File: src/rtl/ccf_pkg.sv
package ccf_pkg;
  typedef enum logic [2:0] {
    OPC_MOVE = 3'd0,
    OPC_ADD  = 3'd1,
    OPC_SUB  = 3'd2,
    OPC_MCP  = 3'd3,
    OPC_MULS = 3'd4,
    OPC_MULU = 3'd5,
    OPC_LIVE = 3'd6,
    OPC_RSVD = 3'd7
  } ccf_op_e;

  typedef enum logic [1:0] {
    SZ_BYTE = 2'd0,
    SZ_HALF = 2'd1,
    SZ_WORD = 2'd2,
    SZ_WIDE = 2'd3
  } ccf_size_e;

  localparam int unsigned BIT_C = 0;
  localparam int unsigned BIT_V = 1;
  localparam int unsigned BIT_Z = 2;
  localparam int unsigned BIT_N = 3;
  localparam int unsigned BIT_X = 4;
  localparam int unsigned BIT_R = 8;
  localparam int unsigned N_OPND = 3;
endpackage

File: src/rtl/ccf_size_view.sv
module ccf_size_view #(
  parameter int unsigned DW = 32
) (
  input  logic [DW-1:0] val,
  input  logic [1:0]    size,
  output logic          sign,
  output logic          is_zero
);
  localparam int unsigned BYTE_W = 8;
  localparam int unsigned HALF_W = 16;

  always_comb begin
    case (size)
      2'd0: begin
        sign    = val[BYTE_W-1];
        is_zero = (val[BYTE_W-1:0] == '0);
      end
      2'd1: begin
        sign    = val[HALF_W-1];
        is_zero = (val[HALF_W-1:0] == '0);
      end
      default: begin
        sign    = val[DW-1];
        is_zero = (val == '0);
      end
    endcase
  end
endmodule

File: src/rtl/ccf_arith_flags.sv
module ccf_arith_flags (
  input  logic src_s,
  input  logic dst_s,
  input  logic res_s,
  input  logic res_z,
  input  logic borrow_mode,
  output logic fl_n,
  output logic fl_z,
  output logic fl_v,
  output logic fl_cy
);
  logic cy_raw;

  always_comb begin
    fl_n   = 1'b0;
    fl_z   = 1'b0;
    fl_v   = 1'b0;
    cy_raw = 1'b0;
    if (res_s) begin
      fl_n = 1'b1;
      if (!src_s && !dst_s)
        fl_v = 1'b1;
      else if (src_s && dst_s)
        cy_raw = 1'b1;
    end else begin
      fl_z   = res_z;
      fl_v   = src_s && dst_s;
      cy_raw = src_s || dst_s;
    end
    fl_cy = cy_raw ^ borrow_mode;
  end
endmodule

File: src/rtl/ccf_mul_flags.sv
module ccf_mul_flags #(
  parameter int unsigned DW = 32
) (
  input  logic [DW-1:0] lo_word,
  input  logic [DW-1:0] hi_word,
  input  logic          signed_mode,
  output logic          fl_n,
  output logic          fl_z,
  output logic          fl_v
);
  localparam int unsigned PW = 2 * DW;
  logic [PW-1:0] prod;

  always_comb begin
    prod = {hi_word, lo_word};
    fl_z = (prod == '0);
    fl_n = prod[PW-1];
    if (signed_mode)
      fl_v = (hi_word != {DW{lo_word[DW-1]}});
    else
      fl_v = (hi_word != '0);
  end
endmodule

File: src/rtl/ccf_writeback.sv
module ccf_writeback
  import ccf_pkg::*;
#(
  parameter int unsigned CW = 32
) (
  input  logic [CW-1:0] ccs_cur,
  input  logic [CW-1:0] new_flags,
  input  logic [CW-1:0] upd_mask,
  input  logic          ext_x,
  output logic [CW-1:0] ccs_next
);
  logic [CW-1:0] eff_mask;

  always_comb begin
    eff_mask        = upd_mask;
    eff_mask[BIT_X] = 1'b1;
    if (ext_x && new_flags[BIT_Z])
      eff_mask[BIT_Z] = 1'b0;
    ccs_next = (ccs_cur & ~eff_mask) | (new_flags & eff_mask);
  end
endmodule

File: src/rtl/ccflag_eval.sv
module ccflag_eval
  import ccf_pkg::*;
#(
  parameter int unsigned DW = 32,
  parameter int unsigned CW = 32
) (
  input  logic          clk,
  input  logic          rst,
  input  logic          eval_en,
  input  logic [2:0]    op_class,
  input  logic [1:0]    opnd_size,
  input  logic [DW-1:0] src_val,
  input  logic [DW-1:0] dst_val,
  input  logic [DW-1:0] res_val,
  input  logic [DW-1:0] mul_hi,
  input  logic [CW-1:0] ccs_in,
  input  logic [CW-1:0] upd_mask,
  input  logic          ext_x,
  output logic [CW-1:0] ccs_out
);
  ccf_op_e       opc;
  logic          is_sub;
  logic [DW-1:0] opnd [N_OPND];
  logic          opnd_sign [N_OPND];
  logic          opnd_zero [N_OPND];
  logic          ar_n, ar_z, ar_v, ar_cy;
  logic          mu_n, mu_z, mu_v;
  logic [CW-1:0] flags;
  logic [CW-1:0] wb_ccs;
  logic [CW-1:0] ccs_q;

  assign opc     = ccf_op_e'(op_class);
  assign is_sub  = (opc == OPC_SUB);
  assign opnd[0] = is_sub ? ~src_val : src_val;
  assign opnd[1] = dst_val;
  assign opnd[2] = res_val;

  for (genvar g = 0; g < N_OPND; g++) begin : g_view
    ccf_size_view #(.DW(DW)) u_view (
      .val     (opnd[g]),
      .size    (opnd_size),
      .sign    (opnd_sign[g]),
      .is_zero (opnd_zero[g])
    );
  end

  ccf_arith_flags u_arith (
    .src_s       (opnd_sign[0]),
    .dst_s       (opnd_sign[1]),
    .res_s       (opnd_sign[2]),
    .res_z       (opnd_zero[2]),
    .borrow_mode (is_sub),
    .fl_n        (ar_n),
    .fl_z        (ar_z),
    .fl_v        (ar_v),
    .fl_cy       (ar_cy)
  );

  ccf_mul_flags #(.DW(DW)) u_mul (
    .lo_word     (res_val),
    .hi_word     (mul_hi),
    .signed_mode (opc == OPC_MULS),
    .fl_n        (mu_n),
    .fl_z        (mu_z),
    .fl_v        (mu_v)
  );

  always_comb begin
    flags = '0;
    case (opc)
      OPC_MOVE: begin
        flags[BIT_N] = opnd_sign[2];
        flags[BIT_Z] = !opnd_sign[2] && opnd_zero[2];
      end
      OPC_MULS, OPC_MULU: begin
        flags[BIT_N] = mu_n;
        flags[BIT_Z] = mu_z;
        flags[BIT_V] = mu_v;
      end
      OPC_MCP: begin
        flags[BIT_N] = ar_n;
        flags[BIT_Z] = ar_z;
        flags[BIT_V] = ar_v;
        flags[BIT_R] = ar_cy;
      end
      default: begin
        flags[BIT_N] = ar_n;
        flags[BIT_Z] = ar_z;
        flags[BIT_V] = ar_v;
        flags[BIT_C] = ar_cy;
      end
    endcase
  end

  ccf_writeback #(.CW(CW)) u_wb (
    .ccs_cur   (ccs_in),
    .new_flags (flags),
    .upd_mask  (upd_mask),
    .ext_x     (ext_x),
    .ccs_next  (wb_ccs)
  );

  always_ff @(posedge clk) begin
    if (rst)
      ccs_q <= '0;
    else if (eval_en)
      ccs_q <= (opc == OPC_LIVE) ? ccs_in : wb_ccs;
  end

  assign ccs_out = ccs_q;

  // reset clears the output
  assert_reset_clear_R1: assert property (@(posedge clk)
    rst |=> (ccs_out == '0));

  // output holds while not enabled
  assert_hold_R13: assert property (@(posedge clk) disable iff (rst)
    !eval_en |=> $stable(ccs_out));

  // live class passes the incoming word through
  assert_live_pass_R12: assert property (@(posedge clk) disable iff (rst)
    (eval_en && op_class == 3'd6) |=> (ccs_out == $past(ccs_in)));

  // extended bit cleared on every evaluating class
  assert_x_clear_R11: assert property (@(posedge clk) disable iff (rst)
    (eval_en && op_class != 3'd6) |=> !ccs_out[BIT_X]);

  // bits outside the update mask follow ccs_in
  assert_mask_keep_R9: assert property (@(posedge clk) disable iff (rst)
    (eval_en && op_class != 3'd6) |=>
      ((ccs_out & ~$past(upd_mask) & ~(CW'(1) << BIT_X)) ==
       ($past(ccs_in) & ~$past(upd_mask) & ~(CW'(1) << BIT_X))));

  // a clear Z stays clear under extended arithmetic
  assert_sticky_z_R10: assert property (@(posedge clk) disable iff (rst)
    (eval_en && op_class != 3'd6 && ext_x && !ccs_in[BIT_Z]) |=> !ccs_out[BIT_Z]);

  // multiply-copy never writes a 1 into C
  assert_mcp_no_c_R5: assert property (@(posedge clk) disable iff (rst)
    (eval_en && op_class == 3'd3) |=>
      (ccs_out[BIT_C] == ($past(ccs_in[BIT_C]) && !$past(upd_mask[BIT_C]))));

  // unsigned multiply with nonzero upper word flags overflow
  assert_mulu_v_R8: assert property (@(posedge clk) disable iff (rst)
    (eval_en && op_class == 3'd5 && mul_hi != '0 && upd_mask[BIT_V]) |=> ccs_out[BIT_V]);

  // move class never reports N and Z together
  assert_move_excl_R6: assert property (@(posedge clk) disable iff (rst)
    (eval_en && op_class == 3'd0 && upd_mask[BIT_N] && upd_mask[BIT_Z]) |=>
      !(ccs_out[BIT_N] && ccs_out[BIT_Z]));
endmodule

File: config.mk
export PLATFORM = sky130hd
export DESIGN_NAME = ccflag_eval
export DESIGN_NICKNAME = d
export VERILOG_FILES = /design/src/rtl/ccf_pkg.sv /design/src/rtl/ccf_size_view.sv /design/src/rtl/ccf_arith_flags.sv /design/src/rtl/ccf_mul_flags.sv /design/src/rtl/ccf_writeback.sv /design/src/rtl/ccflag_eval.sv
export SDC_FILE = /design/constraint.sdc
export NUM_CORES = 1
export LEC_CHECK = 0
export BUFFER_PORTS_ARGS = -buffer_cell sky130_fd_sc_hd__buf_2
export CORE_AREA = 2 2 89 91
export CTS_CLUSTER_SIZE = 24
export DETAILED_ROUTE_END_ITERATION = 10
export DIE_AREA = 0 0 91 93
export PLACE_DENSITY_LB_ADDON = 0.25
export SYNTH_ARGS = -nofsm -noshare
export SYNTH_HDL_FRONTEND = slang
export SYNTH_SLANG_ARGS = --single-unit
File: constraint.sdc
create_clock -name clk -period 2.1 [get_ports clk]
set_input_delay 0.105 -clock clk [delete_from_list [all_inputs] [get_ports clk]]
set_output_delay 0.105 -clock clk [all_outputs]
set_load 0.05 [all_outputs]
Yosys cells after proc, flatten, opt, wreduce, memory -nomap -nowiden
Index checks and enable logic that the tools add are counted.

Flip-flop bits (word level): 32. Bits of input ports: 201. Output and inout port bits: 32. Word-level logic and storage cells: 50.

Eq/ne operators: 7. Multiplexer cells: 19. Bitwise gates (word level): 6. Reductions and logical operators: 17.

Operator list (count): zero test 64 bit (1); 2-to-1 mux 32 bit (2); NOT 32 bit (2); AND 32 bit (1); AND 9 x 32 -> 32 bit (1); zero test 32 bit (1); != test 32 bit (1); OR 32 bit (1); nonzero test 32 bit (1); zero test 16 bit (1); 2-to-1 mux 1 bit (11); one-hot mux 1 bit (2 select lines) (5); == test 3 bit (second input constant) (3); zero test 8 bit (1); == test 3 x 2 -> 1 bit (second input constant) (2); logical AND 1 bit (4); one-hot mux 2 bit (2 select lines) (1); OR reduction 4 bit (1); zero test 1 bit (3); zero test 3 bit (1); == test 2 x 1 -> 1 bit (second input constant) (1); zero test 2 bit (1); OR reduction 2 bit (1); logical OR 1 bit (1); bitwise XOR 1 bit (1).

Depth between registers and ports, before layout
Depth after elaboration: 12. Gate-level depth with buffers: 7. Depth with buffers taken out: 6.

By module
From an unflattened synthesis, not the netlist that was laid out.

Cell total of the unflattened synthesis: 358. Area total of the unflattened synthesis: 2866.5 um2.

Modules (own cells, without submodules): ccflag_eval (times used 1, cells an instance 232, area an instance 1819.2 um2, seq. area each 640.6 um2); ccf_size_view (times used 3, cells an instance 16, area an instance 135.1 um2, seq. area each 0.0 um2); ccf_writeback (times used 1, cells an instance 34, area an instance 364.1 um2, seq. area each 0.0 um2); ccf_mul_flags (times used 1, cells an instance 36, area an instance 226.5 um2, seq. area each 0.0 um2); ccf_arith_flags (times used 1, cells an instance 8, area an instance 51.3 um2, seq. area each 0.0 um2).

Worst setup path before layout
OpenSTA, ideal clock, no wires.

Kind: input -> register. Start point: input opnd_size[0]. End point: register ccs_q[8] (netlist: ccs_out[8]). Library setup time: 0.091 ns. Data arrival time: 1.485 ns. Required time: 2.009 ns. Setup slack: 0.524 ns. Cell stages on the path: 6. Buffers on the path: 0. Cell sequence: mux2_4 mux2i_4 maj3_1 nand3_1 or3b_1 a311oi_1.

Word-level cells in the longest chain between the ends: 11. Elaborated cells on any way between the ends: 18. Those cells by class: eq/ne: 1; mux: 8; bitwise: 3; reduce/logical: 6.

RTL lines: from (decl) (RTL line ccflag_eval.sv:11) `input logic [1:0] opnd_size,`; == test 2 x 1 -> 1 bit / zero test 2 bit (equally long branches) (RTL line ccf_size_view.sv:13) `case (size)`; one-hot mux 1 bit (2 select lines) (RTL line ccf_size_view.sv:13); logical AND 1 bit / zero test 1 bit (equally long branches) (RTL line ccf_arith_flags.sv:23, ccf_arith_flags.sv:21); 2-to-1 mux 1 bit / logical AND 1 bit (equally long branches) (RTL line ccf_arith_flags.sv:23, ccf_arith_flags.sv:21); 2-to-1 mux 1 bit (RTL line ccf_arith_flags.sv:21) `if (!src_s && !dst_s)`; 2-to-1 mux 1 bit * (RTL line ccf_arith_flags.sv:19) `if (res_s) begin`; bitwise XOR 1 bit * (RTL line ccf_arith_flags.sv:30) `fl_cy = cy_raw ^ borrow_mode;`; 2-to-1 mux 1 bit * (RTL line ccflag_eval.sv:70) `case (opc)`; AND 9 x 32 -> 32 bit * (RTL line ccf_writeback.sv:19) `ccs_next = (ccs_cur & ~eff_mask) | (new_flags & eff_mask);`; OR 32 bit * (RTL line ccf_writeback.sv:19); 2-to-1 mux 32 bit * (RTL line ccflag_eval.sv:107) `ccs_q <= (opc == OPC_LIVE) ? ccs_in : wb_ccs;`; to (signal assigned) (RTL line ccflag_eval.sv:107); to (decl) (RTL line ccflag_eval.sv:30) `logic [CW-1:0] ccs_q;`.

Mark *: on every way between the ends. The rest lies on a longest branch, timed or not. A chain may end at the register's enable or synchronous reset.

Worst setup path in the final report
Start point: input res_val[31]. End point: register ccs_q[1] (netlist: ccs_out[1]).

Word-level cells in the longest chain between the ends: 6. Elaborated cells on any way between the ends: 8. Those cells by class: eq/ne: 1; mux: 5; bitwise: 2.

RTL lines: from (decl) (RTL line ccflag_eval.sv:14) `input logic [DW-1:0] res_val,`; != test 32 bit / one-hot mux 1 bit (2 select lines) (equally long branches) (RTL line ccf_mul_flags.sv:19, ccf_size_view.sv:13); 2-to-1 mux 1 bit (on tied branches) (RTL line ccf_mul_flags.sv:18, ccf_arith_flags.sv:19); one-hot mux 1 bit (2 select lines) * (RTL line ccflag_eval.sv:70); AND 9 x 32 -> 32 bit * (RTL line ccf_writeback.sv:19); OR 32 bit * (RTL line ccf_writeback.sv:19); 2-to-1 mux 32 bit * (RTL line ccflag_eval.sv:107).

Marked as above.

==> metrics.md <==
| Metric | Value |
|---|---|
| Root Buffer | `clkbuf_8` |
| Slowest stage delay, CP | `530 ps` |
| Distinct cells, synth | `36` |
| # DRC | `0` |
| Crit path max fanout | `4` |
| Fin crit share | `0.737` |
| H-Tree Level Count | `2` |
| Final setup fails | `0` |
| GRT Overall Usage | `0.145` |
| Slew HR | `0.707` |
| CTS buffer count | `5` |
| TritonCTS clock tree | `yes` |
| Remaining antenna violation count | `0` |
| Static leakage power | `1.44 nW` |
| VDD IR-drop max | `0.247 mV` |
| Final RePlAce weighted congestion | `0.777` |
| Flops & latches, synth | `32` |
| Clock Skew | `0 ps` |
| Cell area after synthesis | `1860 sq um` |
| Vias per std cell | `4.55` |
| Starting Density | `0.247` |
| Share of cells above drive strength 1 | `0.446` |
| Critical R2R Launch | `ccs_out[1]$_SDFFE_PP0P_` |
| Setup TNS | `0 ps` |
| Largest net degree at the start of global routing | `55` |
| Vias in the first global route | `2239` |
| Status | `finished clean` |
| First-pass GRT wire length | `9.96 mm` |
| Commonest cells after routing, fill and taps aside | `buf_2 (173), nand2_1 (40), dfxtp_1 (32)` |
| Worst-path clk slew | `70 ps` |
| Post-DP HPWL | `5.02 mm` |
| MaxCap Viol Count | `0` |
| Die W | `91 um` |
| Synth Instances | `254` |
| Clock tree buffer depth | `2` |
| Yosys warns | `0` |
| CTS Hold Bufs | `0` |
| Register-to-register setup slack | `1310 ps` |
| Syn Nets | `455` |
| HP Start | `ccs_in[28]` |
| Critical path class | `input pin to flip-flop` |
| Resized cells post-CTS | `0` |
| Arrival time at the worst endpoint | `1720 ps` |
| Worst setup SP type | `input pin` |
| PwrDens | `568 nW/um^2` |
| Post-Route WL | `6.16 mm` |
| Filler Cell Count | `849` |
| Setup bufs post-CTS | `0` |
| Min Clock Period, post-route | `1550 ps` |
| Routed wire per std cell | `11.7 um` |
| Die area | `8460 sq um` |
| Clock Latency Late Sink | `280 ps` |
| Total congestion overflow | `0` |
| Crit path required time | `2270 ps` |
| Initial antenna violation count | `0` |
| NumNets Final | `626` |
| Synthesized area per cell | `7.32 sq um` |
| FP Rows | `32` |
| Most frequent CP cell | `nand4_1` |
| Worst Hold Class | `input pin to flip-flop` |
| Unrepaired setup endpoints after global routing | `false` |
| Sink Count | `32` |
| Sequential share of the synthesized area | `0.344` |
| Pins Over Slew Limit | `0` |
| # IOs | `233` |
| Layout overhead on the synthesized area | `58.4%` |
| Worst Setup End Kind | `flip-flop` |
| DRT iter0 DRCs | `54` |
| Worst-path cell chain | `buf_2 > nand4_1 > or4_1 > nor4_1 > nand4_1 > and4_1 > a221o_1` |
| Commonest non-fill, non-tap cell in the layout | `buf_2` |
| Final hold vios | `0` |
| Detailed Routing Iterations Pass 1 | `4` |
| Core region area | `7530 sq um` |
| Slowest-stage cell, CP | `or4_1` |
| Routed via count | `2400` |
| Placed cell areas | `2840 sq um` |
| Fmax | `646 MHz` |
| Max FFs per register | `32` |
| Measured slew at the worst slew-check pin | `440 ps` |
| Worst setup path startpoint | `res_val[31]` |
| Diode count | `0` |
| Port buffer count | `173` |
| Die Ht | `93 um` |
| Final instance area | `2950 sq um` |
==> worst max-delay path: cells and delay by family <==
| kind | cells | cell delay (ps) |
|---|---|---|
| and+or+nand+nor | 5 | 1170 |
| AOI/OAI and AO/OA | 1 | 300 |
| buffers and inverters | 1 | 140 |
==> cell families after synthesis <==
logic type / Yosys count / share of synthesized area
compound gates: 47 / 0.143
flops: 32 / 0.344
fa+ha+maj: 1 / 0.00538
simple gates: 151 / 0.427
buf+inv: 16 / 0.0323
mux: 7 / 0.0477
==> metal layers <==
| layer | vias to the layer above | track usage | part of all wire |
|---|---|---|---|
| met2 | 85 | 0.248 | 0.49 |
| met4 | 0 | 0.0429 | 0.0065 |
| li1 | 1262 | - | - |
| met5 | - | 0 | 0 |
| met3 | 4 | 0.0371 | 0.070 |
| met1 | 1049 | 0.179 | 0.44 |
==> cells in the mapped netlist <==
cell      count  area share
nand2_1      40       0.081
dfxtp_1      32        0.34
a21oi_1      31       0.083
nand3_1      29       0.078
nand2b_1     28       0.094
nor4_1       17       0.057
clkbuf_1     14       0.028
nand4_1      12       0.040
nor2_1        9       0.018
o21ai_0       6       0.016
mux2i_1       4       0.022
nor2b_1       3       0.010
and2_1        2      0.0067
and3_1        2      0.0067
and4_1        2      0.0094
inv_1         2      0.0040
nor3_1        2      0.0054
a211oi_1      1      0.0040
a221o_1       1      0.0054
a311oi_1      1      0.0047
a31oi_1       1      0.0034
a32o_1        1      0.0054
a41oi_1       1      0.0047
maj3_1        1      0.0054
mux2_2        1      0.0061
mux2_4        1      0.0081
mux2i_4       1       0.012
nand3b_1      1      0.0040
nor3b_1       1      0.0040
o211ai_1      1      0.0040
o21ai_1       1      0.0027
o21ai_2       1      0.0047
o221ai_1      1      0.0047
or2_2         1      0.0034
or3b_1        1      0.0047
or4_1         1      0.0040
==> area by class of cell <==
class / instances / area, sq um / area share
Inverter: 2 / 7.51 / 0.00255
Sequential cell: 32 / 641 / 0.217
Tap cell: 102 / 128 / 0.0433
Clock buffer: 6 / 72.6 / 0.0246
Multi-Input combinational cell: 206 / 1160 / 0.394
Timing Repair Buffer: 178 / 903 / 0.307
Clock inverter: 2 / 35.0 / 0.0119
==> through the flow <==
stage	utilization	std cells	worst slack, ps	hold slack, ps	power [W]
5_1_grt	0.391	528	435	83.2	0.00178
3_3_place_gp	0.377	520	216	377	0.00111
3_5_place_dp	0.377	520	225	381	0.00112
6_report	0.391	528	552	91.2	0.00167
4_1_cts	0.391	528	523	79.1	0.00171
2_1_floorplan	-	254	524	264	0.000908
==> report_power, final <==
group          switching (W)  total, W  internal, W
Sequential         0.0000132  0.000649     0.000636
Clock               0.000225  0.000577     0.000352
Combinational       0.000259  0.000448     0.000189
==> worst paths after layout <==
kind                            cells after the start                  endpoint
worst max-delay path                                7   ccs_out[1]$_SDFFE_PP0P_
worst min-delay path                                3  ccs_out[28]$_SDFFE_PP0P_
worst max register to register                      2   ccs_out[1]$_SDFFE_PP0P_
worst min register to register                      2  ccs_out[14]$_SDFFE_PP0P_
Note: power is estimated with default switching activity, not from simulation.
